`config.mk`:
```
export PLATFORM = sky130hd
export DESIGN_NAME = hostWordSplitter
export DESIGN_NICKNAME = d
export VERILOG_FILES = /design/src/rtl/hws_pkg.sv /design/src/rtl/hwsRxFifo.sv /design/src/rtl/hwsSplitDatapath.sv /design/src/rtl/hwsSplitCtrl.sv /design/src/rtl/hostWordSplitter.sv
export SDC_FILE = /design/constraint.sdc
export NUM_CORES = 1
export LEC_CHECK = 0
export BUFFER_PORTS_ARGS = -buffer_cell sky130_fd_sc_hd__buf_4
export CAP_MARGIN = 40
export CORE_ASPECT_RATIO = 0.6
export CORE_MARGIN = 2
export CORE_UTILIZATION = 35
export DETAILED_ROUTE_END_ITERATION = 8
export PLACE_DENSITY_LB_ADDON = 0.12
export SYNTH_ARGS = -nofsm -noshare
export SYNTH_HDL_FRONTEND = slang
export SYNTH_SLANG_ARGS = --single-unit
```
`constraint.sdc`:
```
create_clock -name clk -period 3.7 [get_ports clk]
set_clock_uncertainty 0.15 [all_clocks]
set_input_delay 0.185 -clock clk [delete_from_list [all_inputs] [get_ports clk]]
set_output_delay 0.185 -clock clk [all_outputs]
set_load 0.005 [all_outputs]
```
`src/rtl/hws_pkg.sv`:
```
package hws_pkg;
  typedef struct packed {
    logic loadHold;
    logic pushLo;
    logic pushHi;
  } splitStrobes_t;

  typedef enum logic [1:0] {
    ST_IDLE    = 2'd0,
    ST_PUSH_LO = 2'd1,
    ST_PUSH_HI = 2'd2
  } splitState_t;
endpackage

```
`src/rtl/hwsRxFifo.sv`:
```
module hwsRxFifo #(
  parameter int WIDTH = 24,
  parameter int DEPTH = 4,
  localparam int PTR_W = (DEPTH > 1) ? $clog2(DEPTH) : 1,
  localparam int CNT_W = $clog2(DEPTH + 1)
) (
  input  logic             clk,
  input  logic             rstN,
  input  logic             push,
  input  logic [WIDTH-1:0] pushData,
  input  logic             pop,
  output logic [WIDTH-1:0] rdData,
  output logic [CNT_W-1:0] count,
  output logic             empty,
  output logic             full
);
  localparam logic [PTR_W-1:0] LAST_PTR  = PTR_W'(DEPTH - 1);
  localparam logic [CNT_W-1:0] FULL_CNT  = CNT_W'(DEPTH);

  logic [WIDTH-1:0] mem [DEPTH];
  logic [PTR_W-1:0] wrPtr, rdPtr;
  logic pushOk, popOk;

  assign empty  = (count == '0);
  assign full   = (count == FULL_CNT);
  assign popOk  = pop && !empty;
  assign pushOk = push && !full;

  always_ff @(posedge clk) begin
    if (pushOk) mem[wrPtr] <= pushData;
  end

  always_ff @(posedge clk) begin
    if (!rstN) begin
      wrPtr  <= '0;
      rdPtr  <= '0;
      count  <= '0;
      rdData <= '0;
    end else begin
      if (pushOk) wrPtr <= (wrPtr == LAST_PTR) ? '0 : wrPtr + 1'b1;
      if (popOk) begin
        rdPtr  <= (rdPtr == LAST_PTR) ? '0 : rdPtr + 1'b1;
        rdData <= mem[rdPtr];
      end
      case ({pushOk, popOk})
        2'b10:   count <= count + 1'b1;
        2'b01:   count <= count - 1'b1;
        default: count <= count;
      endcase
    end
  end
endmodule

```
`src/rtl/hwsSplitDatapath.sv`:
```
module hwsSplitDatapath
  import hws_pkg::*;
#(
  parameter int HOST_W = 32,
  parameter int CORE_W = 24,
  parameter int DEPTH  = 4
) (
  input  logic              clk,
  input  logic              rstN,
  input  splitStrobes_t     strobes,
  input  logic [HOST_W-1:0] hostData,
  input  logic              coreRead,
  output logic [CORE_W-1:0] coreData,
  output logic              coreNotEmpty,
  output logic              fifoFull,
  output logic              roomForTwo
);
  localparam int HALF_W = HOST_W / 2;
  localparam int PAD_W  = CORE_W - HALF_W;
  localparam int CNT_W  = $clog2(DEPTH + 1);
  localparam logic [CNT_W-1:0] ROOM_LIMIT = CNT_W'(DEPTH - 2);

  logic [HOST_W-1:0] holdReg;
  logic [HALF_W-1:0] halfSel;
  logic [CORE_W-1:0] coreWord;
  logic [CNT_W-1:0]  fifoCount;
  logic              fifoEmpty;

  always_ff @(posedge clk) begin
    if (!rstN)                 holdReg <= '0;
    else if (strobes.loadHold) holdReg <= hostData;
  end

  assign halfSel = strobes.pushHi ? holdReg[HOST_W-1:HALF_W] : holdReg[HALF_W-1:0];

  generate
    if (PAD_W > 0) begin : g_pad
      assign coreWord = {{PAD_W{1'b0}}, halfSel};
    end else begin : g_trim
      assign coreWord = halfSel[CORE_W-1:0];
    end
  endgenerate

  hwsRxFifo #(.WIDTH(CORE_W), .DEPTH(DEPTH)) u_fifo (
    .clk      (clk),
    .rstN     (rstN),
    .push     (strobes.pushLo | strobes.pushHi),
    .pushData (coreWord),
    .pop      (coreRead),
    .rdData   (coreData),
    .count    (fifoCount),
    .empty    (fifoEmpty),
    .full     (fifoFull)
  );

  assign coreNotEmpty = !fifoEmpty;
  assign roomForTwo   = (fifoCount <= ROOM_LIMIT);
endmodule

```
`src/rtl/hwsSplitCtrl.sv`:
```
module hwsSplitCtrl
  import hws_pkg::*;
(
  input  logic          clk,
  input  logic          rstN,
  input  logic          hostWrite,
  input  logic          roomForTwo,
  output logic          hostReady,
  output splitStrobes_t strobes
);
  splitState_t state, stateNext;

  assign hostReady = (state == ST_IDLE) && roomForTwo;

  always_comb begin
    stateNext = state;
    strobes   = '0;
    case (state)
      ST_IDLE: begin
        if (hostWrite && hostReady) begin
          strobes.loadHold = 1'b1;
          stateNext        = ST_PUSH_LO;
        end
      end
      ST_PUSH_LO: begin
        strobes.pushLo = 1'b1;
        stateNext      = ST_PUSH_HI;
      end
      ST_PUSH_HI: begin
        strobes.pushHi = 1'b1;
        stateNext      = ST_IDLE;
      end
      default: stateNext = ST_IDLE;
    endcase
  end

  always_ff @(posedge clk) begin
    if (!rstN) state <= ST_IDLE;
    else       state <= stateNext;
  end
endmodule

```
`src/rtl/hostWordSplitter.sv`:
```
module hostWordSplitter
  import hws_pkg::*;
#(
  parameter int HOST_W = 32,
  parameter int CORE_W = 24,
  parameter int DEPTH  = 4
) (
  input  logic              clk,
  input  logic              rstN,
  input  logic              hostWrite,
  input  logic [HOST_W-1:0] hostData,
  output logic              hostReady,
  input  logic              coreRead,
  output logic [CORE_W-1:0] coreData,
  output logic              coreNotEmpty,
  output logic              fifoFull
);
  splitStrobes_t strobes;
  logic          roomForTwo;

  hwsSplitCtrl u_ctrl (
    .clk        (clk),
    .rstN       (rstN),
    .hostWrite  (hostWrite),
    .roomForTwo (roomForTwo),
    .hostReady  (hostReady),
    .strobes    (strobes)
  );

  hwsSplitDatapath #(.HOST_W(HOST_W), .CORE_W(CORE_W), .DEPTH(DEPTH)) u_dp (
    .clk          (clk),
    .rstN         (rstN),
    .strobes      (strobes),
    .hostData     (hostData),
    .coreRead     (coreRead),
    .coreData     (coreData),
    .coreNotEmpty (coreNotEmpty),
    .fifoFull     (fifoFull),
    .roomForTwo   (roomForTwo)
  );
endmodule

```
======== Word level (Yosys, flattened, before mapping) ========
Memory sizes are Yosys's and may differ from the RTL's. A register that Yosys moved wholly into a read port is not among the register bits.
Cells that the tools add are included.
operators by class
  add/subtract/negate cells ............... 4
  magnitude comparators ................... 1
  equality and inequality tests ........... 8
  muxes and demuxes ....................... 12
  bitwise gates (word level) .............. 1
  reduce and logical (&&, ||, !) cells .... 10
operators by type and width
  operator               count
  $mux W16               1
  $eq A2 B2 Y1 const B   4
  $mux W1                6
  $mux W2                3
  $pmux W3 S2            1
  $add A2 B1 Y2 const B  2
  $eq A2 B1 Y1 const B   2
  $logic_and A1 B1 Y1    4
  $pmux W2 S2            1
  $add A3 B1 Y3 const B  1
  $eq A3 B3 Y1 const B   1
  $le A3 B2 Y1 const B   1
  $logic_not A1 Y1       3
  $logic_not A3 Y1       1
  $sub A3 B1 Y3 const B  1
  $logic_not A2 Y1       1
  $ne A2 B2 Y1 const B   1
  $reduce_bool A2 Y1     1
  $or A1 B1 Y1           1
word-level totals
  register bits ........................... 65
  RAM bits ................................ 64
  output and inout port bits .............. 27
  logic and storage cells ................. 43
  memories kept ........................... 1
memories
  name             depth  bits a word  rd ports  clocked after Yosys merged registers in  wr ports  line             source
  u_dp.u_fifo.mem  4      16           1         1                                        1         hwsRxFifo.sv:20  logic [WIDTH-1:0] mem [DEPTH];

======== Depth between registers and ports, before layout ========
Gate-level depths: netlist of the first run.
  depth in word-level cells ............... 6
  mapped depth ............................ 11
  mapped depth without buffers ............ 11

======== Hierarchy ========
A second synthesis of the first run with hierarchy kept.
unflattened totals
  cell total of the unflattened synthesis .. 368
  area, all modules ....................... 6,257.3 um2
modules (own cells, without submodules)
  module            instances  cells an instance  area each (um2)  seq. area each (um2)
  hwsRxFifo         1          233                4,665.7          3,503.4
  hwsSplitDatapath  1          125                1,492.7          640.6
  hwsSplitCtrl      1          10                 98.8             40.0

======== Worst setup path after synthesis of the first run ========
Ideal clock, no wire load.
  path kind ............................... reg-to-reg
  start point ............................. register u_ctrl.state[0]
  end point ............................... register u_dp.u_fifo.count[2]
  setup time .............................. 0.070 ns
  arrival ................................. 2.054 ns
  setup slack ............................. 1.426 ns
  stages on the path, launching flop included .. 12
  path buffers ............................ 0
  cells stage by stage .................... dfxtp_1 -> inv_1 -> ha_1 -> inv_1 -> nor2_1 -> inv_1 -> ha_1 -> inv_1 -> fa_1 -> xor2_1 -> or3_1 -> a21oi_1
on the way
  longest elaborated chain between the ends .. 6
  elaborated cells between the ends (all ways) .. 10
RTL lines
  item                                                      line                    source
  start, declared                                           hwsSplitCtrl.sv:11      splitState_t state, stateNext;
  start signal, assigned                                    hwsSplitCtrl.sv:39      else state <= stateNext;
  $eq A2 B1 Y1 / $eq A2 B2 Y1 (equally long branches)       hwsSplitCtrl.sv:18      case (state)
  $mux W1                                                   hwsSplitCtrl.sv:18
  $or A1 B1 Y1 (*)                                          hwsSplitDatapath.sv:47  .push (strobes.pushLo | strobes.pushHi),
  $logic_and A1 B1 Y1 (*)                                   hwsRxFifo.sv:27         assign pushOk = push && !full;
  $eq A2 B1 Y1 / $eq A2 B2 Y1 (equally long branches)       hwsRxFifo.sv:45         case ({pushOk, popOk})
  $pmux W3 S2 / $reduce_bool A2 Y1 (equally long branches)  --
  end signal, assigned                                      hwsRxFifo.sv:46         2'b10: count <= count + 1'b1;
  end signal, assigned                                      hwsRxFifo.sv:47         2'b01: count <= count - 1'b1;
  end signal, assigned                                      hwsRxFifo.sv:48         default: count <= count;
  end, declared                                             hwsRxFifo.sv:13         output logic [CNT_W-1:0] count,
Every way passes the cells marked *; elsewhere a longest branch is shown, timed or not.
A chain may end at the register's enable or synchronous reset.

======== Worst setup path in the final report of the first run ========
Ends and elaborated chain as after synthesis.

==> run_results.csv, run 1 <==
group,metric,value,unit
grt,top_usage_layer,"met1",
pwr,power.leakage,2.47,nW
grt,grt_remaining_overflow,0,
grt,gr-usage-all-layers,14.3,%
pwr,p_int,3.46,mW
clock_network,clockBufferDepth,2,
grt,use_met1,20.4,%
routing,dr.pass1.iters,4,
critical_path,crit_top_cell,"inv_1",
sta,setup_violations,0,
sta,worst_pin_slew,845,ps
critical_path,crit_buf_inv,4,
routing,antenna_left,0,
sta,hold_viol,0,
sta,fin_setup_tns,0,ps
critical_path,rr_worst_depth,11,
pwr,swShare,28.5,%
cells_and_area,regArea,3060,sq um
floorplan,rows,33,
sta,slew_violations,0,
critical_path,slowest_delay,370,ps
critical_path,startpoint_type,"register",
grt,grtUsageMet3,3.92,%
sta,period_share,66.2,%
clock_network,path_clk_slew,50,ps
critical_path,cp-end-kind,"register",
placed_design,io_buffers,54,
critical_path,crit_fanout,5,
run_status,status,"complete, no violations",
routing,vias,2888,
routing,drtIter0Drc,154,
critical_path,path_class,"register to register",
sta,period_minus_slack,2450,ps
pwr,pwr_density_cell,759,nW/um^2
pwr,switchingPower,1.38,mW
critical_path,crit_slowest_cell,"fa_1",
clock_network,clockRootBuffer,"clkbuf_16",
cells_and_area,final_net_count,490,
floorplan,die_w,158,um
critical_path,arrival,2640,ps
sta,fmax,408,MHz
pwr,pwr-share-clk,32.8,%
placed_design,placed_area,5490,sq um
floorplan,io_pins,63,
routing,drc_errors,0,
routing,wirelength,9860,um
pwr,seq_power_share,40.8,%
yosys,netlist_area,4950,sq um
yosys,synth.distinct_cells,33,
cells_and_area,nFillCells,1245,
worst_hold_path,whs_path_depth,4,
cells_and_area,drive_gt1_share,29.2,%
cells_and_area,design_area,6380,sq um
pwr,ir_worst_vdd,0.319,mV
routing,vias_per_cell,4.46,
yosys,avgSynthCellArea,13.9,sq um
clock_network,cts_resized,0,
critical_path,worstSetupPathDepth,11,
floorplan,start_util,36.0,%
sta,maxSlewHeadroom,43.7,%
floorplan,die_h,96.1,um
floorplan,core_area,13700,sq um
critical_path,required,3890,ps
yosys,yosysWarningCount,0,
clock_network,insertion_delay,400,ps
placed_design,gp_congestion,0.696,
critical_path,rrSetupSlack,1250,ps
routing,wl_per_cell,15.2,um
clock_network,cts_num_sinks,121,
pwr,power_frac_comb,26.4,%
yosys,synth_seq_cells,121,
yosys,yosysSeqAreaShare,61.9,%
critical_path,crit_chain,"inv_1 -> ha_1 -> inv_1 -> nor2_1 -> inv_1 -> ha_1 -> inv_1 -> fa_1 -> xor2_1 -> or3_1 -> a21oi_1",
cells_and_area,areaGrowthSynthToFinish,28.9,%
clock_network,cts_buffers,17,
placed_design,hpwl,6320,um
grt,first_global_vias,2859,
clock_network,htree_levels,4,
grt,grt_pass1_wl,15500,um
yosys,syn_inst,356,
floorplan,dieArea,15100,sq um
grt,antenna_found_initial,0,
cells_and_area,multiInputGateArea,1690,sq um
grt,grt_max_degree,70,
job,drv_cap,0,
critical_path,critical_path.top_delay_family,"adder cells",
sta,rsz0062_at_grt,"false",
cells_and_area,antenna_cells,0,
grt,use_met2,20.3,%
worst_hold_path,hold_path.class,"input port to register",
clock_network,cts_tree,"done",
-- placed cells by master, fill, tap and decap left out, drive strengths merged, types with 2 or more instances in the layout --
cell type | netlist | routed
nand2 | 69 | 69
edfxtp | 64 | 64
dfxtp | 57 | 57
buf | 21 | 57
mux2i | 35 | 35
dlygate4sd3 | 0 | 32
clkbuf | 7 | 18
mux2 | 16 | 16
mux4 | 16 | 16
a22o | 16 | 16
inv | 11 | 11
ha | 10 | 10
clkinv | 0 | 10
conb | 1 | 8
a21oi | 7 | 7
nor2 | 6 | 6
and2 | 5 | 5
o21ai | 3 | 3
or3 | 3 | 3
xor2 | 2 | 2
bufinv | 0 | 2
clkinvlp | 0 | 2
-- worst register-to-register path, delay by kind of cell (launching register included) --
kind / cells / cell delay, ps
and+or+nand+nor: 2 / 390
buffers and inverters: 4 / 330
AOI/OAI and AO/OA: 1 / 140
DFF: 1 / 350
adders and majority gates: 3 / 860
xor gates and xnor gates: 1 / 150
-- repair_timing --
action                    in CTS  in global routing
hold buffers                  32                  0
hold endpoints to repair      32                  0
buffers inserted               0                  0
-- synthesized netlist by cell type --
library cell / n / area share, %
a21boi_0: 1 / 0.15
a21oi_1: 6 / 0.61
a21oi_4: 1 / 0.33
a22o_1: 10 / 1.8
a22o_2: 6 / 1.2
and2_1: 5 / 0.63
and3_1: 1 / 0.13
buf_1: 2 / 0.15
buf_2: 4 / 0.40
buf_4: 10 / 1.5
buf_6: 5 / 1.1
clkbuf_1: 7 / 0.53
conb_1: 1 / 0.076
dfxtp_1: 57 / 23
edfxtp_1: 64 / 39
fa_1: 1 / 0.40
ha_1: 10 / 2.5
inv_1: 10 / 0.76
inv_2: 1 / 0.076
mux2_2: 16 / 3.6
mux2i_1: 35 / 7.1
mux4_2: 16 / 7.3
nand2_1: 69 / 5.2
nand3b_1: 1 / 0.15
nor2_1: 5 / 0.38
nor2_2: 1 / 0.13
nor3b_2: 1 / 0.25
o21ai_0: 3 / 0.30
o31ai_2: 1 / 0.25
or3_1: 2 / 0.25
or3_4: 1 / 0.23
or4_1: 1 / 0.15
xor2_1: 2 / 0.35
-- final cells by class --
class	instances	area share, %
sequential	121	48.0
multi-input combinational	203	26.4
timing repair buffer	89	12.2
clock buffer	18	6.89
tap	192	3.77
clock inverter	14	2.06
inverter	11	0.647
-- power groups by stage --
stage	clock, mW	combinational (mW)	sequential (mW)
5_1_grt	1.68	1.42	2.02
6_report	1.59	1.28	1.97
3_5_place_dp	0	1.27	2.00
4_1_cts	1.63	1.30	1.98
2_1_floorplan	0	0.925	1.95
3_3_place_gp	0	1.23	1.99
-- registers in the layout (all words and copies together), names as in the netlist --
name                flops
u_ctrl.state            2
u_dp.u_fifo.mem        64
u_dp.u_fifo.rdData     16
u_dp.u_fifo.wrPtr       2
u_dp.holdReg           32
u_dp.u_fifo.rdPtr       2
u_dp.u_fifo.count       3
-- path summary, 6_finish.rpt --
check,startpoint,endpoint
setup / recovery,u_ctrl.state[0]$_SDFFE_PN0P_,u_dp.u_fifo.count[2]$_SDFFE_PN0P_
hold / removal,coreRead,u_dp.u_fifo.rdPtr[0]$_SDFFE_PN0P_
setup reg to reg,u_ctrl.state[0]$_SDFFE_PN0P_,u_dp.u_fifo.count[2]$_SDFFE_PN0P_
hold reg to reg,u_dp.holdReg[26]$_SDFFE_PN0P_,u_dp.holdReg[26]$_SDFFE_PN0P_
-- layer usage --
layer  wire length (um)  up-vias
met2               4110       61
li1                   -     1434
met3                349        9
met5                  0        -
met4                 89        0
met1               5310     1384
-- stage by stage --
stage / utilization (%) / hold WS, ps / setup WS [ps] / total power [mW] / std cells
after floorplan: - / 177 / 1430 / 2.88 / 363
after global placement: 39.6 / 291 / 1330 / 3.22 / 582
after detailed placement: 39.9 / 295 / 1260 / 3.27 / 584
after CTS: 46.4 / 8.90 / 1240 / 4.91 / 648
after global routing: 46.4 / 41.0 / 1080 / 5.12 / 648
final: 46.4 / 26.2 / 1250 / 4.84 / 648
-- cells by family after synthesis --
logic type	after synthesis	share of synthesized area (%)
other cells	1	0.0758
buf+inv	39	4.58
flops	121	61.9
compound gates	28	4.63
simple gates	87	7.54
fa+ha+maj	11	2.93
xor+xnor	2	0.354
mux	67	18.0
Note: power is estimated with default switching activity, not from simulation.
==> inputs of run 2 (changes only) <==
clock period = 2 ns   (was 3.7 ns; I/O delays follow)
==> run_results.csv, run 2 (synthesized netlist as in run 1, its figures left out) <==
group,metric,value,unit
placed_design,gp_congestion,0.778,
routing,wl_per_cell,14.8,um
cells_and_area,layout_commonest_cell,"buf_4",
sta,period_minus_slack,2140,ps
floorplan,dieArea,15100,sq um
sta,maxSlewHeadroom,50.9,%
critical_path,path_class,"register to register",
floorplan,core_area,13700,sq um
grt,top_usage_layer,"met1",
critical_path,rr_worst_depth,11,
clock_network,clockBufferDepth,2,
critical_path,crit_chain,"inv_2 -> ha_4 -> inv_4 -> nor2_4 -> inv_1 -> ha_2 -> inv_2 -> fa_2 -> xor2_1 -> or3_1 -> a21oi_1",
pwr,seq_power_share,37.5,%
critical_path,rrSetupSlack,-140,ps
pwr,pwr-share-clk,32.6,%
placed_design,hpwl,6350,um
floorplan,rows,33,
grt,use_met2,19.9,%
pwr,swShare,27.1,%
cells_and_area,antenna_cells,0,
pwr,power_frac_comb,29.9,%
sta,holdWs,20.5,ps
run_status,violations,"negative setup slack",
worst_hold_path,hold_start,"coreRead",
clock_network,path_clk_slew,50,ps
routing,dr.pass1.iters,5,
sta,hold_viol,0,
routing,vias,2974,
cells_and_area,drive_gt1_share,34.2,%
sta,fin_setup_tns,-138,ps
cells_and_area,largest_reg_flops,64,
critical_path,cp-end-kind,"register",
cells_and_area,top_register,"u_dp.u_fifo.mem",
pwr,power.leakage,2.64,nW
floorplan,die_h,96.1,um
critical_path,arrival,2320,ps
cells_and_area,areaGrowthSynthToFinish,36.3,%
cells_and_area,top_regs,"u_dp.u_fifo.mem (64), u_dp.holdReg (32), u_dp.u_fifo.rdData (16)",
sta,worst_pin_slew,736,ps
worst_hold_path,hold_path.class,"input port to register",
routing,vias_per_cell,4.43,
grt,grt_remaining_overflow,0,
floorplan,die_w,158,um
sta,slew_violations,0,
pwr,ir_worst_vdd,0.485,mV
sta,setup_ws,-138,ps
critical_path,startpoint,"u_ctrl.state[0]$_SDFFE_PN0P_",
critical_path,required,2180,ps
grt,first_global_vias,2957,
clock_network,cts_num_sinks,121,
critical_path,slowest_delay,330,ps
sta,fmax,468,MHz
sta,rsz0062_at_grt,"true",
routing,wirelength,9930,um
cells_and_area,stdcell_count,672,
grt,grt_pass1_wl,15800,um
grt,grt_max_degree,69,
routing,drtIter0Drc,158,
grt,gr-usage-all-layers,14.6,%
placed_design,dp.cells,603,
grt,grtUsageMet3,4.68,%
routing,antenna_left,0,
sta,period_share,107,%
placed_design,io_buffers,54,
pwr,p_int,7.00,mW
clock_network,cts_buffers,17,
critical_path,crit_fanout,4,
routing,drc_errors,0,
sta,setup_violations,1,
pwr,pwr_density_cell,1420,nW/um^2
critical_path,crit_top_cell,"inv_2",
critical_path,crit_slowest_cell,"dfxtp_2",
critical_path,rr_endpoint,"u_dp.u_fifo.count[2]$_SDFFE_PN0P_",
cells_and_area,final_net_count,514,
clock_network,clockRootBuffer,"clkbuf_16",
clock_network,htree_levels,4,
clock_network,cts_tree,"done",
floorplan,io_pins,63,
pwr,switchingPower,2.61,mW
grt,use_met1,21.3,%
clock_network,insertion_delay,400,ps
job,drv_cap,0,
run_status,status,"complete, but fails checks",
cells_and_area,layout.cells.most_common_list,"buf_4, nand2_1, edfxtp_1",
critical_path,r2r_start,"u_ctrl.state[0]$_SDFFE_PN0P_",
critical_path,startpoint_type,"register",
floorplan,start_util,36.0,%
grt,antenna_found_initial,0,
critical_path,crit_path_end,"u_dp.u_fifo.count[2]$_SDFFE_PN0P_",
==> run 2: worst min path at each step <==
stage                                              to  depth (start not counted)  slack (ps)
floorplan               u_dp.holdReg[16]$_SDFFE_PN0P_                          2          90
global placement         u_dp.holdReg[1]$_SDFFE_PN0P_                          3         210
detailed placement      u_dp.holdReg[20]$_SDFFE_PN0P_                          3         210
CTS                 u_dp.u_fifo.rdPtr[0]$_SDFFE_PN0P_                          5           5
global route        u_dp.u_fifo.rdPtr[0]$_SDFFE_PN0P_                          5          40
finish              u_dp.u_fifo.rdPtr[0]$_SDFFE_PN0P_                          5          20
==> run 2: layer usage <==
metal	vias to the layer above	share of wire (%)
met1	1409	53
met4	0	0.52
met2	67	41
met3	5	4.9
li1	1493	-
met5	-	0
==> run 2: power groups by stage <==
stage | Clock [mW] | Combinational (mW) | Sequential (mW)
final | 3.13 | 2.87 | 3.60
after global routing | 3.30 | 3.15 | 3.66
after CTS | 3.19 | 2.86 | 3.61
after detailed placement | 0 | 2.77 | 3.65
after global placement | 0 | 2.73 | 3.63
after floorplan | 0 | 1.76 | 3.62
==> run 2: through the flow <==
stage	setup slack [ps]	area [sq um]	utilization, %	total power [mW]
2_1_floorplan	-76.6	5000	-	5.38
3_5_place_dp	-115	5740	41.8	6.42
6_report	-138	6750	49.1	9.61
3_3_place_gp	-74.1	5740	41.8	6.37
4_1_cts	-138	6730	48.9	9.66
5_1_grt	-214	6750	49.1	10.1
==> run 2: worst max-delay path: cells and delay by family, from the launching register on <==
family	cells	cell delay [ps]
xor gates and xnor gates	1	160
AOI/OAI and AO/OA	1	130
DFF	1	330
and+or+nand+nor	2	350
buffers and inverters	4	220
adders and majority gates	3	740
==> run 2: area by class of cell <==
cell class | instances | area, sq um
clock buffers | 29 | 617
clock inverters | 3 | 15.0
fillers | 1194 | 7000
inverters | 11 | 43.8
multi-input cells | 203 | 1720
flip-flops and latches | 121 | 3070
well taps | 192 | 240
repair buffers | 113 | 1050
==> run 2: repair_timing <==
action,4_1_cts,5_1_grt
endpoints found under the setup margin,1,2
hold endpoints to repair,41,0
hold buffers,34,0
resized for setup,2,1
pin swaps,2,3
buffers inserted,1,2
==> inputs of run 3 (changes only) <==
--- a/config.mk
+++ b/config.mk
@@ -8,3 +8,2 @@
 export BUFFER_PORTS_ARGS = -buffer_cell sky130_fd_sc_hd__buf_4
-export CAP_MARGIN = 40
 export CORE_ASPECT_RATIO = 0.6
==> constraint.sdc (replaced) <==
create_clock -name clk -period 2 [get_ports clk]
set_clock_uncertainty 0.15 [all_clocks]
set_input_delay 0 -clock clk [delete_from_list [all_inputs] [get_ports clk]]
set_output_delay 0 -clock clk [all_outputs]
set_load 0.005 [all_outputs]
==> run_results.csv, run 3 (synthesized netlist as in run 1, its figures left out) <==
group,metric,value,unit
run_status,status,"complete, but fails checks",
run_status,violations,"negative setup slack",
pwr,pwr_density_cell,1420,nW/um^2
critical_path,crit_fanout,4,
placed_design,place_ws,-115,ps
sta,maxSlewHeadroom,50.5,%
cells_and_area,design_area,6760,sq um
clock_network,clockBufferDepth,2,
critical_path,required,2180,ps
sta,setup_violations,1,
cells_and_area,top_regs,"u_dp.u_fifo.mem (64), u_dp.holdReg (32), u_dp.u_fifo.rdData (16)",
sta,holdWs,244,ps
routing,wl_per_cell,14.8,um
grt,first_global_vias,2958,
cells_and_area,stdcell_count,673,
routing,vias_per_cell,4.42,
clock_network,cts_tree,"done",
cells_and_area,layout.cells.most_common_list,"buf_4, nand2_1, edfxtp_1",
placed_design,dp.cells,603,
cells_and_area,drive_gt1_share,34.1,%
grt,gr-usage-all-layers,14.6,%
pwr,ir_worst_vdd,0.483,mV
cells_and_area,final_net_count,515,
sta,rsz0062_at_grt,"true",
grt,antenna_found_initial,0,
placed_design,gp_congestion,0.778,
cells_and_area,antenna_cells,0,
sta,worst_pin_slew,742,ps
clock_network,clockRootBuffer,"clkbuf_16",
placed_design,placed_area,5740,sq um
clock_network,cts_num_sinks,121,
routing,drc_errors,0,
routing,vias,2975,
cells_and_area,largest_reg_flops,64,
pwr,power.leakage,2.65,nW
worst_hold_path,hold_path.class,"input port to register",
grt,grt_remaining_overflow,0,
critical_path,path_class,"register to register",
sta,period_share,107,%
clock_network,htree_levels,4,
critical_path,cp-end-kind,"register",
cells_and_area,areaGrowthSynthToFinish,36.5,%
clock_network,insertion_delay,400,ps
floorplan,dieArea,15100,sq um
floorplan,rows,33,
floorplan,io_pins,63,
floorplan,die_h,96.1,um
clock_network,cts_buffers,17,
grt,grt_max_degree,69,
sta,setup_ws,-140,ps
critical_path,arrival,2320,ps
pwr,power.total,9.61,mW
sta,slew_violations,0,
critical_path,startpoint_type,"register",
routing,antenna_left,0,
clock_network,path_clk_slew,60,ps
sta,period_minus_slack,2140,ps
sta,fin_setup_tns,-140,ps
placed_design,hpwl,6350,um
cells_and_area,layout_commonest_cell,"buf_4",
sta,fmax,467,MHz
routing,wirelength,9960,um
sta,hold_viol,0,
cells_and_area,top_register,"u_dp.u_fifo.mem",
floorplan,core_area,13700,sq um
grt,grt_pass1_wl,15800,um
cells_and_area,fin_util,49.1,%
floorplan,start_util,36.0,%
job,drv_cap,0,
placed_design,io_buffers,54,
routing,drtIter0Drc,152,
floorplan,die_w,158,um
routing,dr.pass1.iters,4,
-- run 3: changes by cell type in the layout (fill, tap and decap cells not counted), sizes merged --
cell / previous run / this run
dlygate4sd3: 34 / 35
-- run 3: final cells by class --
class	instances	area, sq um
clock inverter	3	15.0
sequential	121	3070
tap	192	240
clock buffer	29	617
timing repair buffer	114	1060
multi-input combinational	203	1720
inverter	11	43.8
fill	1193	6990
-- run 3: critical path, cell delays in order, from the launching register on --
cell	delay, ps
dfxtp_2	330
inv_2	50
ha_4	250
inv_4	70
nor2_4	40
inv_1	60
ha_2	170
inv_2	40
fa_2	320
xor2_1	160
or3_1	310
a21oi_1	130
-- run 3: worst paths after layout --
| kind | start | end | slack [ps] | depth (start not counted) |
|---|---|---|---|---|
| hold reg to reg | u_dp.holdReg[13]$_SDFFE_PN0P_ | u_dp.holdReg[13]$_SDFFE_PN0P_ | 300 | 2 |
| setup reg to reg | u_ctrl.state[0]$_SDFFE_PN0P_ | u_dp.u_fifo.count[2]$_SDFFE_PN0P_ | -140 | 11 |
| hold / removal | hostData[20] | u_dp.holdReg[20]$_SDFFE_PN0P_ | 240 | 4 |
| setup / recovery | u_ctrl.state[0]$_SDFFE_PN0P_ | u_dp.u_fifo.count[2]$_SDFFE_PN0P_ | -140 | 11 |
-- run 3: where the power goes --
group	internal (mW)	switching, mW	total [mW]
Clock	2.09	1.04	3.13
Combinational	1.54	1.34	2.88
Sequential	3.38	0.226	3.60
Total	7.00	2.61	9.61
-- run 3: metal layers --
metal | global-route usage [%] | wire length (um) | share of wire, % | vias to the layer above
met5 | 0 | 0 | 0 | -
met4 | 5.91 | 52 | 0.52 | 0
met3 | 4.68 | 453 | 4.5 | 5
met2 | 19.9 | 4140 | 42 | 64
met1 | 21.3 | 5320 | 53 | 1412
li1 | - | - | - | 1494
-- run 3: repair_timing --
| item | 4_1_cts | 5_1_grt |
|---|---|---|
| hold buffers | 35 | 0 |
| setup endpoints to repair | 1 | 2 |
| gates resized for setup | 2 | 1 |
| endpoints found under the hold margin | 43 | 0 |
| pin swaps | 2 | 3 |
| setup buffers | 1 | 2 |
